File: src/rtl/xw_pkg.sv
`timescale 1ns/1ps
package xw_pkg;
    localparam int ADDR_W   = 32;
    localparam int MAP_W    = 16;
    localparam int BLK_LSB  = 20;
    localparam int BLK_W    = ADDR_W - BLK_LSB;
    localparam int SZ_W     = 4;
    localparam int MAX_SZ   = 11;
    localparam int TYPE_W   = 3;
    localparam int IO_LSB   = 24;
    localparam int IO_W     = ADDR_W - IO_LSB;
    localparam int NUM_MEM  = 2;
    localparam int NUM_WIN  = NUM_MEM + 1;
    localparam int WIN_W    = $clog2(NUM_WIN);
    localparam int NUM_REG  = 2 * NUM_WIN;
    localparam int SEL_W    = $clog2(NUM_REG + 2);

    localparam logic [ADDR_W-1:0] MBASE_KEEP  = 32'hFFF0_03F9;
    localparam logic [MAP_W-1:0]  IOBASE_KEEP = 16'hFF01;
    localparam logic [MAP_W-1:0]  IOMAP_KEEP  = 16'hFF00;

    localparam logic [TYPE_W-1:0] CT_IO = 3'd1;

    typedef struct packed {
        logic [NUM_MEM-1:0][ADDR_W-1:0] mbase;
        logic [NUM_MEM-1:0][MAP_W-1:0]  mmap;
        logic [MAP_W-1:0]               iobase;
        logic [MAP_W-1:0]               iomap;
    } win_regs_t;

    typedef struct packed {
        logic              hit;
        logic [WIN_W-1:0]  win;
        logic [ADDR_W-1:0] pci;
        logic [TYPE_W-1:0] ctype;
        logic              low_en;
    } xlat_t;
endpackage

File: src/rtl/xw_regs.sv
`timescale 1ns/1ps
module xw_regs
    import xw_pkg::*;
(
    input  logic                  clk,
    input  logic                  rst_n,
    input  logic                  wr_en,
    input  logic [SEL_W-1:0]      wr_sel,
    input  logic [ADDR_W-1:0]     wr_data,
    input  logic [SEL_W-1:0]      rd_sel,
    output logic [ADDR_W-1:0]     rd_data,
    output win_regs_t             regs
);
    win_regs_t regs_d, regs_q;

    always_comb begin
        regs_d = regs_q;
        if (wr_en) begin
            for (int i = 0; i < NUM_MEM; i++) begin
                if (wr_sel == SEL_W'(2*i))
                    regs_d.mbase[i] = wr_data & MBASE_KEEP;
                if (wr_sel == SEL_W'(2*i+1))
                    regs_d.mmap[i] = wr_data[MAP_W-1:0];
            end
            if (wr_sel == SEL_W'(2*NUM_MEM))
                regs_d.iobase = wr_data[MAP_W-1:0] & IOBASE_KEEP;
            if (wr_sel == SEL_W'(2*NUM_MEM+1))
                regs_d.iomap = wr_data[MAP_W-1:0] & IOMAP_KEEP;
        end
    end

    always_ff @(posedge clk or negedge rst_n) begin
        if (!rst_n) regs_q <= '0;
        else        regs_q <= regs_d;
    end

    always_comb begin
        rd_data = '0;
        for (int i = 0; i < NUM_MEM; i++) begin
            if (rd_sel == SEL_W'(2*i))   rd_data = regs_q.mbase[i];
            if (rd_sel == SEL_W'(2*i+1)) rd_data = {{(ADDR_W-MAP_W){1'b0}}, regs_q.mmap[i]};
        end
        if (rd_sel == SEL_W'(2*NUM_MEM))   rd_data = {{(ADDR_W-MAP_W){1'b0}}, regs_q.iobase};
        if (rd_sel == SEL_W'(2*NUM_MEM+1)) rd_data = {{(ADDR_W-MAP_W){1'b0}}, regs_q.iomap};
    end

    assign regs = regs_q;

    AST_HOLD_IDLE: assert property (@(posedge clk) disable iff (!rst_n)
        !wr_en |=> $stable(regs_q));
    AST_BAD_SEL: assert property (@(posedge clk) disable iff (!rst_n)
        (wr_en && wr_sel >= SEL_W'(NUM_REG)) |=> $stable(regs_q));
endmodule

File: src/rtl/xw_mem_match.sv
`timescale 1ns/1ps
module xw_mem_match
    import xw_pkg::*;
(
    input  logic               clk,
    input  logic               rst_n,
    input  logic [ADDR_W-1:0]  addr,
    input  logic [BLK_W-1:0]   base_hi,
    input  logic [SZ_W-1:0]    size,
    input  logic               en,
    input  logic [MAP_W-1:0]   map,
    output logic               hit,
    output logic [ADDR_W-1:0]  pci,
    output logic [TYPE_W-1:0]  ctype,
    output logic               low_en
);
    logic [ADDR_W-1:0] hi_mask;
    logic [ADDR_W-1:0] base_full;
    logic [ADDR_W-1:0] map_full;
    logic              size_ok;

    always_comb begin
        size_ok   = (size <= SZ_W'(MAX_SZ));
        hi_mask   = size_ok ? ({ADDR_W{1'b1}} << (BLK_LSB + int'(size))) : '0;
        base_full = {base_hi, {BLK_LSB{1'b0}}};
        map_full  = {map[MAP_W-1:MAP_W-BLK_W], {BLK_LSB{1'b0}}};
        hit       = en && size_ok && (((addr ^ base_full) & hi_mask) == '0);
        pci       = hit ? ((map_full & hi_mask) | (addr & ~hi_mask)) : '0;
        ctype     = hit ? map[3:1] : '0;
        low_en    = hit ? map[0] : 1'b0;
    end

    AST_MEM_OFFSET: assert property (@(posedge clk) disable iff (!rst_n)
        hit |-> (pci[BLK_LSB-1:0] == addr[BLK_LSB-1:0]));
    AST_MEM_BIGSIZE: assert property (@(posedge clk) disable iff (!rst_n)
        (size > SZ_W'(MAX_SZ)) |-> !hit);
endmodule

File: src/rtl/xw_io_match.sv
`timescale 1ns/1ps
module xw_io_match
    import xw_pkg::*;
(
    input  logic               clk,
    input  logic               rst_n,
    input  logic [ADDR_W-1:0]  addr,
    input  logic [IO_W-1:0]    base_hi,
    input  logic               en,
    input  logic [IO_W-1:0]    map_hi,
    output logic               hit,
    output logic [ADDR_W-1:0]  pci
);
    always_comb begin
        hit = en && (addr[ADDR_W-1:IO_LSB] == base_hi);
        pci = hit ? {map_hi, addr[IO_LSB-1:0]} : '0;
    end

    AST_IO_TOPBITS: assert property (@(posedge clk) disable iff (!rst_n)
        hit |-> (pci[ADDR_W-1:IO_LSB] == map_hi));
endmodule

File: src/rtl/xw_xlate_top.sv
`timescale 1ns/1ps
module xw_xlate_top
    import xw_pkg::*;
(
    input  logic               clk,
    input  logic               rst_n,
    input  logic               wr_en,
    input  logic [2:0]         wr_sel,
    input  logic [31:0]        wr_data,
    input  logic [2:0]         rd_sel,
    output logic [31:0]        rd_data,
    input  logic [31:0]        lk_addr,
    output logic               lk_hit,
    output logic [1:0]         lk_win,
    output logic [31:0]        lk_pci_addr,
    output logic [2:0]         lk_type,
    output logic               lk_low_en
);
    win_regs_t regs;

    xw_regs u_regs (
        .clk     (clk),
        .rst_n   (rst_n),
        .wr_en   (wr_en),
        .wr_sel  (wr_sel),
        .wr_data (wr_data),
        .rd_sel  (rd_sel),
        .rd_data (rd_data),
        .regs    (regs)
    );

    logic [NUM_MEM-1:0]              mem_hit;
    logic [NUM_MEM-1:0][ADDR_W-1:0]  mem_pci;
    logic [NUM_MEM-1:0][TYPE_W-1:0]  mem_type;
    logic [NUM_MEM-1:0]              mem_low;

    for (genvar g = 0; g < NUM_MEM; g++) begin : g_mem
        xw_mem_match u_mm (
            .clk     (clk),
            .rst_n   (rst_n),
            .addr    (lk_addr),
            .base_hi (regs.mbase[g][ADDR_W-1:BLK_LSB]),
            .size    (regs.mbase[g][7:4]),
            .en      (regs.mbase[g][0]),
            .map     (regs.mmap[g]),
            .hit     (mem_hit[g]),
            .pci     (mem_pci[g]),
            .ctype   (mem_type[g]),
            .low_en  (mem_low[g])
        );
    end

    logic              io_hit;
    logic [ADDR_W-1:0] io_pci;

    xw_io_match u_io (
        .clk     (clk),
        .rst_n   (rst_n),
        .addr    (lk_addr),
        .base_hi (regs.iobase[MAP_W-1:MAP_W-IO_W]),
        .en      (regs.iobase[0]),
        .map_hi  (regs.iomap[MAP_W-1:MAP_W-IO_W]),
        .hit     (io_hit),
        .pci     (io_pci)
    );

    xlat_t res;

    always_comb begin
        res = '0;
        if (io_hit) begin
            res.hit   = 1'b1;
            res.win   = WIN_W'(NUM_MEM);
            res.pci   = io_pci;
            res.ctype = CT_IO;
        end
        for (int i = NUM_MEM - 1; i >= 0; i--) begin
            if (mem_hit[i]) begin
                res.hit    = 1'b1;
                res.win    = WIN_W'(i);
                res.pci    = mem_pci[i];
                res.ctype  = mem_type[i];
                res.low_en = mem_low[i];
            end
        end
    end

    assign lk_hit      = res.hit;
    assign lk_win      = res.win;
    assign lk_pci_addr = res.pci;
    assign lk_type     = res.ctype;
    assign lk_low_en   = res.low_en;

    AST_LOWEST_WINS: assert property (@(posedge clk) disable iff (!rst_n)
        (lk_hit && lk_win != 2'd0) |-> !mem_hit[0]);
    AST_MISS_ZERO: assert property (@(posedge clk) disable iff (!rst_n)
        !lk_hit |-> (lk_pci_addr == '0 && lk_type == '0 && lk_win == '0 && !lk_low_en));
    AST_IO_KIND: assert property (@(posedge clk) disable iff (!rst_n)
        (lk_hit && lk_win == 2'd2) |-> (lk_type == 3'd1 && !lk_low_en
                                         && lk_pci_addr[23:0] == lk_addr[23:0]));
    AST_WIN_LEGAL: assert property (@(posedge clk) disable iff (!rst_n)
        lk_hit |-> (lk_win <= 2'd2));
endmodule

File: config.mk
export PLATFORM = sky130hd
export DESIGN_NAME = xw_xlate_top
export DESIGN_NICKNAME = d
export VERILOG_FILES = /design/src/rtl/xw_pkg.sv /design/src/rtl/xw_regs.sv /design/src/rtl/xw_mem_match.sv /design/src/rtl/xw_io_match.sv /design/src/rtl/xw_xlate_top.sv
export SDC_FILE = /design/constraint.sdc
export NUM_CORES = 1
export LEC_CHECK = 0
export BUFFER_PORTS_ARGS = -buffer_cell sky130_fd_sc_hd__buf_2
export CORE_MARGIN = 5
export CORE_UTILIZATION = 35
export CTS_CLUSTER_DIAMETER = 40
export CTS_CLUSTER_SIZE = 25
export DETAILED_ROUTE_END_ITERATION = 10
export PLACE_DENSITY = 0.67
export SLEW_MARGIN = 40
export SYNTH_ARGS = -nofsm -noshare
export SYNTH_HDL_FRONTEND = slang
export SYNTH_SLANG_ARGS = --single-unit
File: constraint.sdc
create_clock -name clk -period 4.55 [get_ports clk]
set_input_delay 0.6825 -clock clk [delete_from_list [all_inputs] [get_ports clk]]
set_output_delay 0.6825 -clock clk [all_outputs]
set_load 0.01 [all_outputs]
Word level (Yosys, flattened, before mapping)
Cells that the tools add are included.
{"block": "totals", "out_inout_bits": 71, "input_bits": 73, "reg_bits": 89}
{"block": "op_classes", "bitwise": 12, "mux": 11, "n_reduce_logical": 15, "n_eq_ne": 11, "n_lt_le_gt_ge": 2, "n_addsub": 2, "n_shift": 2}
{"op": "$mux 32", "n": 8}
{"op": "$and 32x32->32", "n": 6}
{"op": "$mux 39", "n": 2}
{"op": "$logic_not 32->1", "n": 2}
{"op": "$not 32->32", "n": 2}
{"op": "$or 32x32->32", "n": 2}
{"op": "$shl 32x32->32 const A", "n": 2}
{"op": "$xor 32x32->32", "n": 2}
{"op": "$mux 38", "n": 1}
{"op": "$add 5x4->6 const A", "n": 2}
{"op": "$eq 3x2->1 const B", "n": 4}
{"op": "$eq 3x3->1 const B", "n": 4}
{"op": "$reduce_and 2->1", "n": 6}
{"op": "$eq 8x8->1", "n": 1}
{"op": "$le 4x4->1 const B", "n": 2}
{"op": "$eq 3x1->1 const B", "n": 2}
{"op": "$logic_not 3->1", "n": 2}
{"op": "$logic_and 1x1->1", "n": 5}

Longest topological paths before layout
{"block": "logic_depth", "ltp_word": 8, "depth_mapped": 11, "mapped_depth_nobuf": 9}

Cells and area by module
From an unflattened synthesis, not the netlist that was laid out.
{"block": "unflattened", "hier_cells": 862, "hier_area_um2": 8662.1}
{"module": "xw_regs", "area_each_um2": 4365.4, "instances": 1, "cells_each": 322}
{"module": "xw_mem_match", "area_each_um2": 1194.9, "instances": 2, "cells_each": 149}
{"module": "xw_xlate_top", "area_each_um2": 1206.2, "instances": 1, "cells_each": 156}
{"module": "xw_io_match", "area_each_um2": 700.7, "instances": 1, "cells_each": 86}

Worst setup path before layout
OpenSTA, ideal clock, no wires.
{"block": "synth_timing", "path_type": "reg-to-output", "startpoint": "register u_regs.regs_q[102], in the netlist u_regs.regs[102]", "endpoint": "output lk_pci_addr[22]", "setup_slack_ps": 1183, "arrival_time_ps": 2685, "required_ps": 3868, "stages_incl_launch_ff": 12, "cell_sequence": "dfrtp_1 -> buf_2 -> inv_1 -> ha_1 -> nor2_2 -> a31oi_1 -> o2bb2ai_2 -> nor3_2 -> nor4b_4 -> buf_6 -> mux2_1 -> mux2i_1"}
{"block": "synth_via", "elab_chain_len": 8, "elab_cells_between_ends": 14}
{"item": "start, declared", "line": "xw_regs.sv:14", "text": "win_regs_t regs_d, regs_q;"}
{"item": "start signal, assigned", "line": "xw_regs.sv:34", "text": "else regs_q <= regs_d;"}
{"item": "$add 5x4->6", "line": "xw_mem_match.sv:24", "text": "hi_mask = size_ok ? ({ADDR_W{1'b1}} << (BLK_LSB + int'(size))) : '0;"}
{"item": "$shl 32x32->32", "line": "xw_mem_match.sv:24"}
{"item": "$mux 32", "line": "xw_mem_match.sv:24"}
{"item": "$and 32x32->32 or $not 32->32 (tied branches)", "line": "xw_mem_match.sv:27, xw_mem_match.sv:28"}
{"item": "$logic_not 32->1 or $and 32x32->32 (tied branches)", "line": "xw_mem_match.sv:27, xw_mem_match.sv:28"}
{"item": "$logic_and 1x1->1 or $or 32x32->32 (tied branches)", "line": "xw_mem_match.sv:27, xw_mem_match.sv:28"}
{"item": "$mux 39 (*) (2 in series)", "line": "xw_xlate_top.sv:78", "text": "if (mem_hit[i]) begin"}
{"item": "end, declared", "line": "xw_xlate_top.sv:15", "text": "output logic [31:0] lk_pci_addr,"}
Every way passes the cells marked *; elsewhere a longest branch is shown, timed or not.

Worst setup path after layout
{"block": "layout_timing", "startpoint": "register u_regs.regs_q[102], in the netlist u_regs.regs[102]", "endpoint": "output lk_pci_addr[25]"}
Same word-level chain as after synthesis.

==> summary.md <==
| Metric | Value |
|---|---|
| Arrival time of the worst setup path | `3570 ps` |
| Area Growth Syn to Fin | `20.0%` |
| Count of unresolved DRC violations after routing | `0` |
| Number of flip-flops and latches in the synthesized netlist | `89` |
| Final Setup Violations | `0` |
| Number of top-level design ports | `144` |
| Skew final | `0 ps` |
| Die extent in x | `140 µm` |
| Startpoint of the worst register-to-register path | `u_regs.regs[101]` |
| Largest cells by area after synthesis | `dfrtp_1 (38%), mux2_2 (16%), mux2i_1 (10%), xor2_1 (2.5%), mux4_2 (2.3%)` |
| Post-detail-place hpwl | `13400 µm` |
| Vert. Die Dim | `140 µm` |
| Number of enable flip-flop cells after synthesis | `0` |
| Proportion of synthesized chip area in sequential cells | `37.7%` |
| Final period utilization | `93.6%` |
| Area of the core | `16600 µm²` |
| Outcome | `finished clean` |
| Endpoint kind of the worst setup timing path | `output port` |
| Clock net sink count | `89` |
| Number of fill cells in the layout | `1643` |
| Post-CTS setup buffers | `0` |
| Pwr per Cell Area | `396 nW/µm²` |
| Post-synthesis instance area | `5900 µm²` |
| Time the final worst path needs with I/O delays and setup | `4260 ps` |
| Required time reported for the critical path endpoint | `3870 ps` |
| Total inserted antenna cells | `0` |
| Synth area leader | `dfrtp_1` |
| DR vias/cell | `5.24` |
| Vias in the first global route | `4824` |
| Per-instance average area after synthesis | `10.9 µm²` |
| Row count | `47` |
| Fmax | `235 MHz` |
| Worst reg-to-reg path cell count | `1` |
| Kind of critical path | `flop to output port` |
| Starting density of the core | `35.6%` |
| Number of max-cap violations | `0` |
| Overall fraction of global-route tracks in use | `17.9%` |
| Number of distinct library cells after synthesis | `63` |
| Number of warning messages in the yosys log | `0` |
| Worst hold-check slack | `306 ps` |
| Via count | `4665` |
| Hold Path Class | `input pin to asynchronous set/reset pin` |
| Global-route congestion overflow total | `0` |
| Depth of the CTS H-tree | `3` |
| CP Max Fanout | `14` |
| TritonCTS clock tree | `yes` |
| Crit Reg-Reg Endpoint | `u_regs.regs[101]` |
| First-pass GRT wire length | `27500 µm` |
| Tightest Pin Transition | `801 ps` |
| Number of detailed-routing iterations run before antenna repair | `5` |
| Max FFs per register | `89` |
| Max-slew violation count | `0` |
| Unrepaired setup endpoints after global routing | `no` |
| Routability congestion estimate from global placement | `0.883` |
| Setup Total Neg Slack | `0 ps` |
| Number of antenna violations at the first check in global routing | `0` |
| Maximum number of pins on one net before global-route repair | `62` |
| Count of input and output buffers | `135` |
| P_leak | `3.21 nW` |
| Fraction of synthesis flops using an asynchronous set or reset pin | `100%` |
| Remaining max-slew budget at the tightest pin | `46.6%` |
| Count of mapped cells out of synthesis | `543` |
| Overall die area | `19600 µm²` |
| Number of buffers on the longest clock path | `2` |
| Clock transition time at the flip-flop clock pins of the worst setup and hold paths | `60 ps` |
| Reg-to-reg setup timing slack | `3580 ps` |
| Total clock buffers created by CTS | `9` |
| Post-DRT Antenna Nets | `0` |
| CTS root buf | `clkbuf_16` |
| Worst voltage drop across the vdd grid | `0.216 mV` |
| DR iter-0 viols | `214` |
| Layout cell share with drive strength beyond 1 | `42.2%` |
| Final hold violation count | `0` |
| Routed wire length | `17600 µm` |
| Final net count | `747` |
| Wirelength per Cell | `19.8 µm` |
| Post-synth top area share | `37.7%` |
| Clock insertion delay at the later pin of the skew report | `340 ps` |
| Prevailing post-synth register cell | `dfrtp_1` |
| Element type at the critical path start | `flop` |
cell families (layout without fill, tap and decap cells):
logic type	count (synthesis)	count (layout)	synth area share, %
DFF	89	89	37.7
adders and majority gates	8	8	1.70
muxes	164	164	31.1
other	1	4	0.0635
xor gates and xnor gates	32	32	4.75
AOI/OAI and AO/OA	66	66	7.61
buffers and inverters	48	173	3.90
and+or+nand+nor	135	135	13.1
how the worst max path moves through the flow:
stage / from / endpoint / slack (ps)
after CTS: u_regs.regs[102] / lk_pci_addr[23] / 240
final: u_regs.regs[102] / lk_pci_addr[25] / 290
after floorplan: u_regs.regs[102] / lk_pci_addr[22] / 1180
after detailed placement: u_regs.regs[102] / lk_pci_addr[23] / 620
after global routing: u_regs.regs[102] / lk_pci_addr[25] / 90
after global placement: u_regs.regs[102] / lk_pci_addr[25] / 620
critical path: stages, from the launching register on:
cell	delay [ps]
dfrtp_2	480
inv_1	110
ha_1	380
nor2_2	110
a31oi_1	370
o2bb2ai_2	200
nor3_2	270
nor4b_4	230
buf_4	290
mux2_1	350
mux2i_1	240
buf_2	190
layer usage:
layer  GRT usage, %  part of all wire [%]
met1           23.3                    42
met2           30.2                    49
met3           3.70                   7.1
met4           5.05                   1.8
met5              0                     0
synthesized netlist by cell type, types with 8 or more instances:
master    number
o22ai_1        8
xnor2_1       15
nor3_1        11
nand2_1       33
nor2_1        26
o21ai_0       14
nor2b_2       11
mux2_2        86
and2_1        11
buf_4          8
a21oi_1       14
xor2_1        17
mux2_1        11
clkbuf_1      21
inv_1         11
ha_1           8
mux2i_1       61
dfrtp_1       89
cells in the final DEF, fill, tap and decap left out, types with 3 or more instances in the layout:
cell,n
nor3_1,9
a31oi_1,3
a21oi_1,14
conb_1,4
nand4_1,6
mux2i_1,61
mux2_1,11
buf_4,12
o22ai_1,8
xor2_1,17
clkbuf_16,9
nor2_1,26
nor2b_2,11
nand2_1,33
buf_2,133
nor2b_1,7
xnor2_1,15
nand3_1,5
o21ai_0,14
inv_1,11
mux4_2,6
nand2b_1,6
nor3_2,4
and2_1,11
mux2_2,86
ha_1,8
dfrtp_1,88
final cells by class:
cell class	count	area [µm²]	area share, %
multi-input cells	409	3470	49.0
flip-flops and latches	89	2230	31.5
repair buffers	146	767	10.8
well taps	220	275	3.89
clock buffers	11	243	3.43
clock inverters	5	55.1	0.777
inverters	11	41.3	0.583
through the flow:
| stage | std cells | power, mW | worst slack [ps] | cell area [µm²] | utilization [%] |
|---|---|---|---|---|---|
| 6_report | 891 | 2.81 | 293 | 7080 | 42.7 |
| 5_1_grt | 891 | 2.96 | 86.9 | 7080 | 42.7 |
| 4_1_cts | 891 | 2.82 | 239 | 7080 | 42.7 |
| 3_5_place_dp | 875 | 2.07 | 617 | 6780 | 40.9 |
| 3_3_place_gp | 875 | 2.05 | 623 | 6780 | 40.9 |
| 2_1_floorplan | 546 | 1.77 | 1180 | 5910 | - |
report_power, final:
group,internal (mW),switching [mW]
clock,0.439,0.308
sequential,0.967,0.174
combinational,0.448,0.470
what timing repair did:
action / in CTS / in global routing
hold buffers: 0 / 0
gates resized for setup: 0 / 1
setup endpoints to repair: 0 / 5
Note: power is estimated with default switching activity, not from simulation.
